===== src/rtl/sram_ctrl_pkg.sv =====
`timescale 1ns/1ps
package sram_ctrl_pkg;

  typedef enum logic [2:0] {
    ST_IDLE,
    ST_SETUP,
    ST_READ_WAIT,
    ST_WRITE_PULSE,
    ST_HOLD,
    ST_TURN
  } seq_state_t;

  // whole cycles covering t_ns, never fewer than one
  function automatic int unsigned ns_to_cycles(input int unsigned t_ns,
                                               input int unsigned period_ns);
    int unsigned c;
    c = (t_ns + period_ns - 1) / period_ns;
    if (c < 1) c = 1;
    return c;
  endfunction

  function automatic int unsigned max_u(input int unsigned a, input int unsigned b);
    return (a > b) ? a : b;
  endfunction

  // interval remaining once some cycles are already spent, at least one
  function automatic int unsigned less_spent(input int unsigned a, input int unsigned b);
    return (a > b) ? (a - b) : 1;
  endfunction

endpackage


===== src/rtl/sram_wait_timer.sv =====
`timescale 1ns/1ps
module sram_wait_timer #(
  parameter int unsigned CNT_W = 3
) (
  input  logic             clk,
  input  logic             rst_n,
  input  logic             load,
  input  logic [CNT_W-1:0] load_val,
  output logic             expired
);
  logic [CNT_W-1:0] cnt_q;

  always_ff @(posedge clk or negedge rst_n) begin
    if (!rst_n)              cnt_q <= '0;
    else if (load)           cnt_q <= load_val;
    else if (cnt_q != '0)    cnt_q <= cnt_q - 1'b1;
  end

  assign expired = (cnt_q == '0);
endmodule


===== src/rtl/sram_seq_fsm.sv =====
`timescale 1ns/1ps
module sram_seq_fsm
  import sram_ctrl_pkg::*;
#(
  parameter int unsigned CNT_W    = 3,
  parameter int unsigned AS_CYC   = 1,
  parameter int unsigned RD_CYC   = 6,
  parameter int unsigned WP_CYC   = 5,
  parameter int unsigned HOLD_CYC = 1,
  parameter int unsigned TA_CYC   = 3
) (
  input  logic             clk,
  input  logic             rst_n,
  input  logic             req_valid,
  input  logic             req_write,
  input  logic             timer_expired,
  output logic             timer_load,
  output logic [CNT_W-1:0] timer_val,
  output logic             idle,
  output logic             accept_evt,
  output logic             capture_evt,
  output logic             write_end_evt,
  output logic             cs_n,
  output logic             oe_n,
  output logic             we_n,
  output logic             dq_drive,
  output logic             done
);
  seq_state_t state_q, state_d;
  logic       is_write_q;
  logic       write_sel;

  assign write_sel = (state_q == ST_IDLE) ? req_write : is_write_q;

  always_comb begin
    state_d       = state_q;
    timer_load    = 1'b0;
    timer_val     = '0;
    accept_evt    = 1'b0;
    capture_evt   = 1'b0;
    write_end_evt = 1'b0;
    unique case (state_q)
      ST_IDLE: if (req_valid) begin
        accept_evt = 1'b1;
        state_d    = ST_SETUP;
        timer_load = 1'b1;
        timer_val  = CNT_W'(AS_CYC - 1);
      end
      ST_SETUP: if (timer_expired) begin
        state_d    = is_write_q ? ST_WRITE_PULSE : ST_READ_WAIT;
        timer_load = 1'b1;
        timer_val  = is_write_q ? CNT_W'(WP_CYC - 1) : CNT_W'(RD_CYC - 1);
      end
      ST_READ_WAIT: if (timer_expired) begin
        capture_evt = 1'b1;
        state_d     = ST_TURN;
        timer_load  = 1'b1;
        timer_val   = CNT_W'(TA_CYC - 1);
      end
      ST_WRITE_PULSE: if (timer_expired) begin
        state_d    = ST_HOLD;
        timer_load = 1'b1;
        timer_val  = CNT_W'(HOLD_CYC - 1);
      end
      ST_HOLD: if (timer_expired) begin
        write_end_evt = 1'b1;
        state_d       = ST_IDLE;
      end
      ST_TURN: if (timer_expired) state_d = ST_IDLE;
      default: state_d = ST_IDLE;
    endcase
  end

  always_ff @(posedge clk or negedge rst_n) begin
    if (!rst_n) begin
      state_q    <= ST_IDLE;
      is_write_q <= 1'b0;
      cs_n       <= 1'b1;
      oe_n       <= 1'b1;
      we_n       <= 1'b1;
      dq_drive   <= 1'b0;
      done       <= 1'b0;
    end else begin
      state_q <= state_d;
      if (accept_evt) is_write_q <= req_write;
      // strobes are registered from the next state so they leave flops directly
      cs_n     <= !(state_d inside {ST_SETUP, ST_READ_WAIT, ST_WRITE_PULSE, ST_HOLD});
      oe_n     <= !(state_d == ST_READ_WAIT);
      we_n     <= !(state_d == ST_WRITE_PULSE);
      dq_drive <= write_sel && (state_d inside {ST_SETUP, ST_WRITE_PULSE, ST_HOLD});
      done     <= capture_evt || write_end_evt;
    end
  end

  assign idle = (state_q == ST_IDLE);
endmodule


===== src/rtl/sram_data_path.sv =====
`timescale 1ns/1ps
module sram_data_path #(
  parameter int unsigned ADDR_W = 21,
  parameter int unsigned DATA_W = 8
) (
  input  logic              clk,
  input  logic              rst_n,
  input  logic              accept_evt,
  input  logic              capture_evt,
  input  logic [ADDR_W-1:0] req_addr,
  input  logic [DATA_W-1:0] req_wdata,
  input  logic [DATA_W-1:0] ram_dq_in,
  output logic [ADDR_W-1:0] ram_addr,
  output logic [DATA_W-1:0] ram_dq_out,
  output logic [DATA_W-1:0] rsp_rdata
);
  always_ff @(posedge clk or negedge rst_n) begin
    if (!rst_n) begin
      ram_addr   <= '0;
      ram_dq_out <= '0;
      rsp_rdata  <= '0;
    end else begin
      if (accept_evt) begin
        ram_addr   <= req_addr;
        ram_dq_out <= req_wdata;
      end
      if (capture_evt) rsp_rdata <= ram_dq_in;
    end
  end
endmodule


===== src/rtl/sram_async_ctrl.sv =====
`timescale 1ns/1ps
module sram_async_ctrl
  import sram_ctrl_pkg::*;
#(
  parameter int unsigned ADDR_W        = 21,
  parameter int unsigned DATA_W        = 8,
  parameter int unsigned CLK_PERIOD_NS = 10,
  parameter int unsigned T_RC_NS       = 70,
  parameter int unsigned T_AA_NS       = 70,
  parameter int unsigned T_OE_NS       = 40,
  parameter int unsigned T_WC_NS       = 70,
  parameter int unsigned T_WP_NS       = 50,
  parameter int unsigned T_CW_NS       = 60,
  parameter int unsigned T_AW_NS       = 60,
  parameter int unsigned T_AS_NS       = 0,
  parameter int unsigned T_WR_NS       = 5,
  parameter int unsigned T_DW_NS       = 30,
  parameter int unsigned T_DH_NS       = 0,
  parameter int unsigned T_OHZ_NS      = 25,
  parameter int unsigned T_CHZ_NS      = 25
) (
  input  logic              clk,
  input  logic              rst_n,
  input  logic              req_valid,
  output logic              req_ready,
  input  logic              req_write,
  input  logic [ADDR_W-1:0] req_addr,
  input  logic [DATA_W-1:0] req_wdata,
  output logic              rsp_done,
  output logic [DATA_W-1:0] rsp_rdata,
  output logic [ADDR_W-1:0] ram_addr,
  output logic              ram_cs_n,
  output logic              ram_oe_n,
  output logic              ram_we_n,
  output logic [DATA_W-1:0] ram_dq_out,
  output logic              ram_dq_oe,
  input  logic [DATA_W-1:0] ram_dq_in
);
  localparam int unsigned P        = CLK_PERIOD_NS;
  localparam int unsigned AS_CYC   = ns_to_cycles(T_AS_NS, P);
  localparam int unsigned RD_CYC   = max_u(ns_to_cycles(T_OE_NS, P),
                                       max_u(less_spent(ns_to_cycles(T_AA_NS, P), AS_CYC),
                                             less_spent(ns_to_cycles(T_RC_NS, P), AS_CYC)));
  localparam int unsigned HOLD_CYC = max_u(ns_to_cycles(T_WR_NS, P), ns_to_cycles(T_DH_NS, P));
  localparam int unsigned WP_CYC   = max_u(max_u(ns_to_cycles(T_WP_NS, P), ns_to_cycles(T_DW_NS, P)),
                                       max_u(less_spent(ns_to_cycles(T_CW_NS, P), AS_CYC),
                                         max_u(less_spent(ns_to_cycles(T_AW_NS, P), AS_CYC),
                                               less_spent(ns_to_cycles(T_WC_NS, P), AS_CYC + HOLD_CYC))));
  localparam int unsigned TA_CYC   = max_u(ns_to_cycles(T_OHZ_NS, P), ns_to_cycles(T_CHZ_NS, P));
  localparam int unsigned MAX_CYC  = max_u(max_u(AS_CYC, RD_CYC), max_u(max_u(WP_CYC, HOLD_CYC), TA_CYC));
  localparam int unsigned CNT_W    = $clog2(MAX_CYC + 1);

  // named internal events, observed by the bound checker
  logic             accept_evt;
  logic             capture_evt;
  logic             write_end_evt;
  logic             timer_expired;
  logic             timer_load;
  logic [CNT_W-1:0] timer_val;

  sram_wait_timer #(.CNT_W(CNT_W)) u_timer (
    .clk      (clk),
    .rst_n    (rst_n),
    .load     (timer_load),
    .load_val (timer_val),
    .expired  (timer_expired)
  );

  sram_seq_fsm #(
    .CNT_W    (CNT_W),
    .AS_CYC   (AS_CYC),
    .RD_CYC   (RD_CYC),
    .WP_CYC   (WP_CYC),
    .HOLD_CYC (HOLD_CYC),
    .TA_CYC   (TA_CYC)
  ) u_fsm (
    .clk           (clk),
    .rst_n         (rst_n),
    .req_valid     (req_valid),
    .req_write     (req_write),
    .timer_expired (timer_expired),
    .timer_load    (timer_load),
    .timer_val     (timer_val),
    .idle          (req_ready),
    .accept_evt    (accept_evt),
    .capture_evt   (capture_evt),
    .write_end_evt (write_end_evt),
    .cs_n          (ram_cs_n),
    .oe_n          (ram_oe_n),
    .we_n          (ram_we_n),
    .dq_drive      (ram_dq_oe),
    .done          (rsp_done)
  );

  sram_data_path #(.ADDR_W(ADDR_W), .DATA_W(DATA_W)) u_data (
    .clk         (clk),
    .rst_n       (rst_n),
    .accept_evt  (accept_evt),
    .capture_evt (capture_evt),
    .req_addr    (req_addr),
    .req_wdata   (req_wdata),
    .ram_dq_in   (ram_dq_in),
    .ram_addr    (ram_addr),
    .ram_dq_out  (ram_dq_out),
    .rsp_rdata   (rsp_rdata)
  );
endmodule


===== config.mk =====
export PLATFORM = sky130hd
export DESIGN_NAME = sram_async_ctrl
export DESIGN_NICKNAME = d
export VERILOG_FILES = /design/src/rtl/sram_ctrl_pkg.sv /design/src/rtl/sram_wait_timer.sv /design/src/rtl/sram_seq_fsm.sv /design/src/rtl/sram_data_path.sv /design/src/rtl/sram_async_ctrl.sv
export SDC_FILE = /design/constraint.sdc
export NUM_CORES = 1
export LEC_CHECK = 0
export BUFFER_PORTS_ARGS = -buffer_cell sky130_fd_sc_hd__buf_4
export CAP_MARGIN = 30
export CORE_MARGIN = 2
export CORE_UTILIZATION = 45
export DETAILED_ROUTE_END_ITERATION = 12
export GPL_ROUTABILITY_DRIVEN = 1
export PLACE_DENSITY = 0.75
export SYNTH_ARGS = -nofsm -noshare
export SYNTH_HDL_FRONTEND = slang
export SYNTH_SLANG_ARGS = --single-unit

===== constraint.sdc =====
create_clock -name clk -period 2.5 [get_ports clk]
set_clock_uncertainty 0.1 [all_clocks]
set_input_delay 0.125 -clock clk [delete_from_list [all_inputs] [get_ports clk]]
set_output_delay 0.125 -clock clk [all_outputs]
set_load 0.01 [all_outputs]

# Word level (Yosys, flattened, before mapping)
# Index checks and enable logic that the tools add are counted.
# totals
reg_bits	49
in_bits	41
output_inout_bits	43
elab_cells	54
# classes
addsub	1
n_eq_ne	9
muxes	20
reduce_logical	13
# op_table
operator	count
$mux 3	8
$pmux 3 s5	1
$eq 3x2->1 const B	4
$eq 3x3->1 const B	3
$mux 1	8
$eq 3x1->1 const B	2
$logic_not 3->1	2
$pmux 3 s2	1
$reduce_bool 3->1	2
$reduce_bool 4->1	1
$logic_not 1->1	3
$reduce_or 3->1	1
$sub 3x1->3 const B	1
$mux 2	1
$pmux 1 s2	1
$reduce_bool 2->1	1
$reduce_or 2->1	1
$logic_and 1x1->1	1
$logic_or 1x1->1	1

# Logic depth before layout (Yosys ltp)
# logic_depth
ltp_word	6
ltp_mapped	7
depth_no_buf	6

# By module
# A second synthesis with hierarchy kept.
# hier_totals
hier_cells	148
hier_area_um2	2134.5
# by_module_without_submodules
module	n_inst	cells_each	area_per_inst_um2	seq_area_each_um2
sram_data_path	1	78	1412.6	925.9
sram_seq_fsm	1	49	521.8	229.0
sram_wait_timer	1	21	200.2	75.1

# Least setup slack after synthesis
# Ideal clock, no wire load.
# synth_path
kind	reg2reg
start	reg u_fsm.state_q[2]
end	reg u_data.ram_addr[10]
setup_ns	0.128
arrival_time_ns	1.567
required_ns	2.272
path_slack_ns	0.706
stages_incl_launch_ff	7
n_path_buf	3
period_less_slack_ns	1.794
cell_sequence	dfrtp_1 -> buf_2 -> nor3_2 -> and2_1 -> buf_2 -> buf_4 -> mux2_1
# synth_via
elab_chain_len	2
# synth_lines
item	line	source
start, declared	sram_seq_fsm.sv:29	seq_state_t state_q, state_d;
start signal, assigned	sram_seq_fsm.sv:84	state_q <= state_d;
$logic_not 3->1	-	
named net req_ready	sram_async_ctrl.sv:25	output logic req_ready,
$mux 1	sram_seq_fsm.sv:42	unique case (state_q)
end signal, assigned	sram_data_path.sv:24	ram_addr <= req_addr;
end, declared	sram_data_path.sv:13	output logic [ADDR_W-1:0] ram_addr,
# The timed path passes the listed nets, and every way through them passes these cells.
# A chain may end at the register's enable or synchronous reset.

# Final worst setup path
# layout_path
start	reg u_timer.cnt_q[0]
end	reg u_data.rsp_rdata[2]
# layout_via
elab_chain_len	3
# layout_lines
item	line	source
start, declared	sram_wait_timer.sv:11	logic [CNT_W-1:0] cnt_q;
start signal, assigned	sram_wait_timer.sv:15	else if (load) cnt_q <= load_val;
start signal, assigned	sram_wait_timer.sv:16	else if (cnt_q != '0) cnt_q <= cnt_q - 1'b1;
$logic_not 3->1	sram_wait_timer.sv:19	assign expired = (cnt_q == '0);
$mux 1	sram_seq_fsm.sv:54	ST_READ_WAIT: if (timer_expired) begin
$mux 1	sram_seq_fsm.sv:42	
end signal, assigned	sram_data_path.sv:27	if (capture_evt) rsp_rdata <= ram_dq_in;
end, declared	sram_data_path.sv:15	output logic [DATA_W-1:0] rsp_rdata
# No other way between the ends.

==> key figures <==
Outcome
  • Status: completed

Floorplan
  • Starting Density: a little under half
  • Die Height: between 70 and 80 um
  • Core area: between 4000 and 5000 sq um
  • Die area: around 5200 sq um
  • # IOs: 84
  • Die Span X: approximately 72 um
  • # rows: 24

Detailed routing
  • DRC viols: 0
  • Via density: about 5
  • Drt initial violations: ~100
  • Vias: about 1,600
  • ANT nets after route: 0
  • TritonRoute pass-1 iters: 4
  • Final Routed Wirelength: about 4900 um
  • Avg WL per Cell: 14.9 um

STA
  • Max frequency: ~500 MHz
  • Setup tns final: 0 ns
  • Worst hold slack: about 0.09 ns
  • Fin crit share: approximately four fifths
  • Rel. slew slack: 59.7%
  • Final setup viols: 0
  • Final Hold Fails: 0
  • Worst slew pin tran: roughly 0.60 ns
  • Final slew viol count: 0
  • Tmin final: 1.95 ns
  • RSZ-0062 raised after global routing: false

Yosys
  • Synthesized flop and latch total: 49
  • Yosys warning count: 0
  • Post-synth ARST share: 100%
  • Synth cell types: 37
  • Post-synthesis average cell area: 14.0 sq um
  • Most used flip-flop cell after synthesis: dfrtp_1
  • Syn Nets: 193
  • Cell area after synthesis: 2100 sq um
  • Number of flops mapped to enable cells by yosys: 0
  • Register area share after synthesis: between 50% and 60%
  • Cells after synthesis: 150

Final layout
  • Area delta synth->final: 55.5%
  • Commonest cells after routing, fill and taps aside: buf_4 (87), dfrtp_1 (46), dlygate4sd3_1 (39)
  • Commonest non-fill, non-tap cell in the layout: buf_4
  • Nets@finish: about 320
  • Final core occ: 73.9%
  • Fin cells: 326
  • Share of post-route cells with drive strength above 1: 39.8%
  • # diodes: 0

GRT
  • GR Util met3: about 5.0%
  • Gr busiest metal: met2
  • GRT Total Usage: just under 20%
  • Met2 Track Usage GR: between 30% and 40%
  • First-pass GRT wire length: 7690 um
  • Initial antenna violation count: 0
  • Met1 GRT Util: between 20% and 30%
  • Largest net degree at the start of global routing: 50
  • Vias in the first global route: approximately 1,600
  • Total grt overflow: 0

Clock network
  • Clock sink count: 49
  • CTS clock-pin slew for the worst setup and hold paths: roughly 0.080 ns
  • H-Tree Depth: 2
  • Clk_lat worst skew: 0.30 ns
  • TritonCTS clock tree: done
  • CTS root buffer: clkbuf_8
  • Post-CTS sizing: 0
  • Number of buffers created by CTS: 5
  • Worst-case clock buffer depth: 2

Worst setup path
  • CP top delay family: simple AND/OR/NAND/NOR gates
  • Slowest CP cell: or3_1
  • Arrival @ worst endpoint: approximately 2.0 ns
  • Cell Chain, Critical Path: inv_1 > ha_1 > nand3b_2 > or3_1 > mux2_4
  • Critical path class: reg -> reg
  • Largest stage delay, worst path: about 0.57 ns
  • Crit end category: flop
  • Critical Path RT: between 2 and 3 ns
  • Worst path bufs/invs: 1
  • Startpoint Class: flop
  • Crit Path Max Fanout: 9

Hold path
  • Hold Path Class: in -> reg

Placed design
  • Routability cong.: about 0.86
  • # placed instances: 279
  • HPWL after detailed placement: about 3000 um
  • Port bufs: 83

Pwr
  • Leakage: roughly 1.6 nW
  • Maximum vdd drop: a little under 700 uV
  • Power density over cell area: ~1100 nW/um^2
  • Overall Power: 3.64 mW

Flow run
  • Max-Cap Viols: 0
cells in the mapped netlist, types with 2 or more instances:
| cell type | instances | area [sq um] |
|---|---|---|
| buf_4 | 3 | 22.5 |
| nor2_1 | 5 | 18.8 |
| clkbuf_1 | 3 | 11.3 |
| nand3b_1 | 2 | 15.0 |
| dfstp_2 | 3 | 78.8 |
| dfrtp_1 | 46 | 1150 |
| nand2b_1 | 2 | 12.5 |
| nand2_1 | 5 | 18.8 |
| buf_2 | 3 | 15.0 |
| nor2b_1 | 2 | 12.5 |
| xnor2_1 | 2 | 17.5 |
| mux2_1 | 28 | 315 |
| mux2_4 | 8 | 120 |
| or3_1 | 2 | 12.5 |
| o21ai_0 | 8 | 40.0 |
| mux2i_1 | 3 | 30.0 |
| mux2_2 | 2 | 22.5 |
| inv_1 | 3 | 11.3 |
| ha_1 | 2 | 25.0 |
kinds of logic (layout without fill, tap and decap cells):
kind of cell	Yosys count	count (layout)	synth area share, %
xor gates and xnor gates	3	3	1.25
and+or+nand+nor	24	24	6.62
buffers and inverters	13	137	3.40
adders and majority gates	2	2	1.19
AOI/OAI and AO/OA	18	18	5.61
DFF	49	49	58.7
muxes	41	41	23.3
final timing paths:
check | startpoint | endpoint | slack (ns) | cells past startpoint
max | u_timer.cnt_q[0] | u_data.rsp_rdata[2] | 0.55 | 5
min | req_valid | u_fsm.cs_n | 0.09 | 3
max reg2reg | u_timer.cnt_q[0] | u_data.rsp_rdata[2] | 0.55 | 5
min reg2reg | u_data.ram_dq_out[3] | u_data.ram_dq_out[3] | 0.39 | 1
max in group asynchronous | rst_n | u_timer.cnt_q[1] | 1.60 | 2
min in group asynchronous | rst_n | u_data.ram_addr[2] | 0.28 | 2
routing by layer:
layer | vias to the layer above | wire length, um
li1 | 767 | -
met1 | 778 | 2090
met2 | 61 | 2370
met3 | 6 | 343
met4 | 0 | 50
met5 | - | 0
stage by stage:
stage / worst slack, ns / area [sq um]
after floorplan: 0.706 / 2100
after global placement: 0.596 / 2760
after detailed placement: 0.558 / 2760
after CTS: 0.544 / 3260
after global routing: 0.424 / 3260
final: 0.547 / 3260
final cells by class:
cell class	instances	area, sq um
flip-flops and latches	49	1230
clock buffers	7	86.3
well taps	52	65.1
clock inverters	1	30.0
inverters	3	11.3
multi-input cells	88	796
repair buffers	126	1040
fillers	299	1150
state kept, by name (all words and copies together) (netlist names):
register and count:
u_data.ram_addr 21, u_data.ram_dq_out 8, u_data.rsp_rdata 8, u_fsm.cs_n 1
u_fsm.done 1, u_fsm.dq_drive 1, u_fsm.is_write_q 1, u_fsm.oe_n 1
u_fsm.state_q 3, u_fsm.we_n 1, u_timer.cnt_q 3
worst register-to-register path: cells and delay by family, from the launching register on:
family                     cells  cell delay [ns]
adders and majority gates      1             0.20
buffers and inverters          1             0.08
DFF                            1             0.39
muxes                          1             0.39
and+or+nand+nor                2             0.69
where the power goes:
part           switching (mW)  total (mW)  leakage, nW  internal [mW]
sequential              0.237        1.43        0.583           1.19
clock                   0.252       0.578       0.0585          0.326
combinational           0.702        1.64        0.928          0.935
repair_timing:
action                    CTS  global route
hold endpoints to repair   84             0
buffers inserted            0             0
hold buffers               39             0
(Power assumes the default switching activity.)
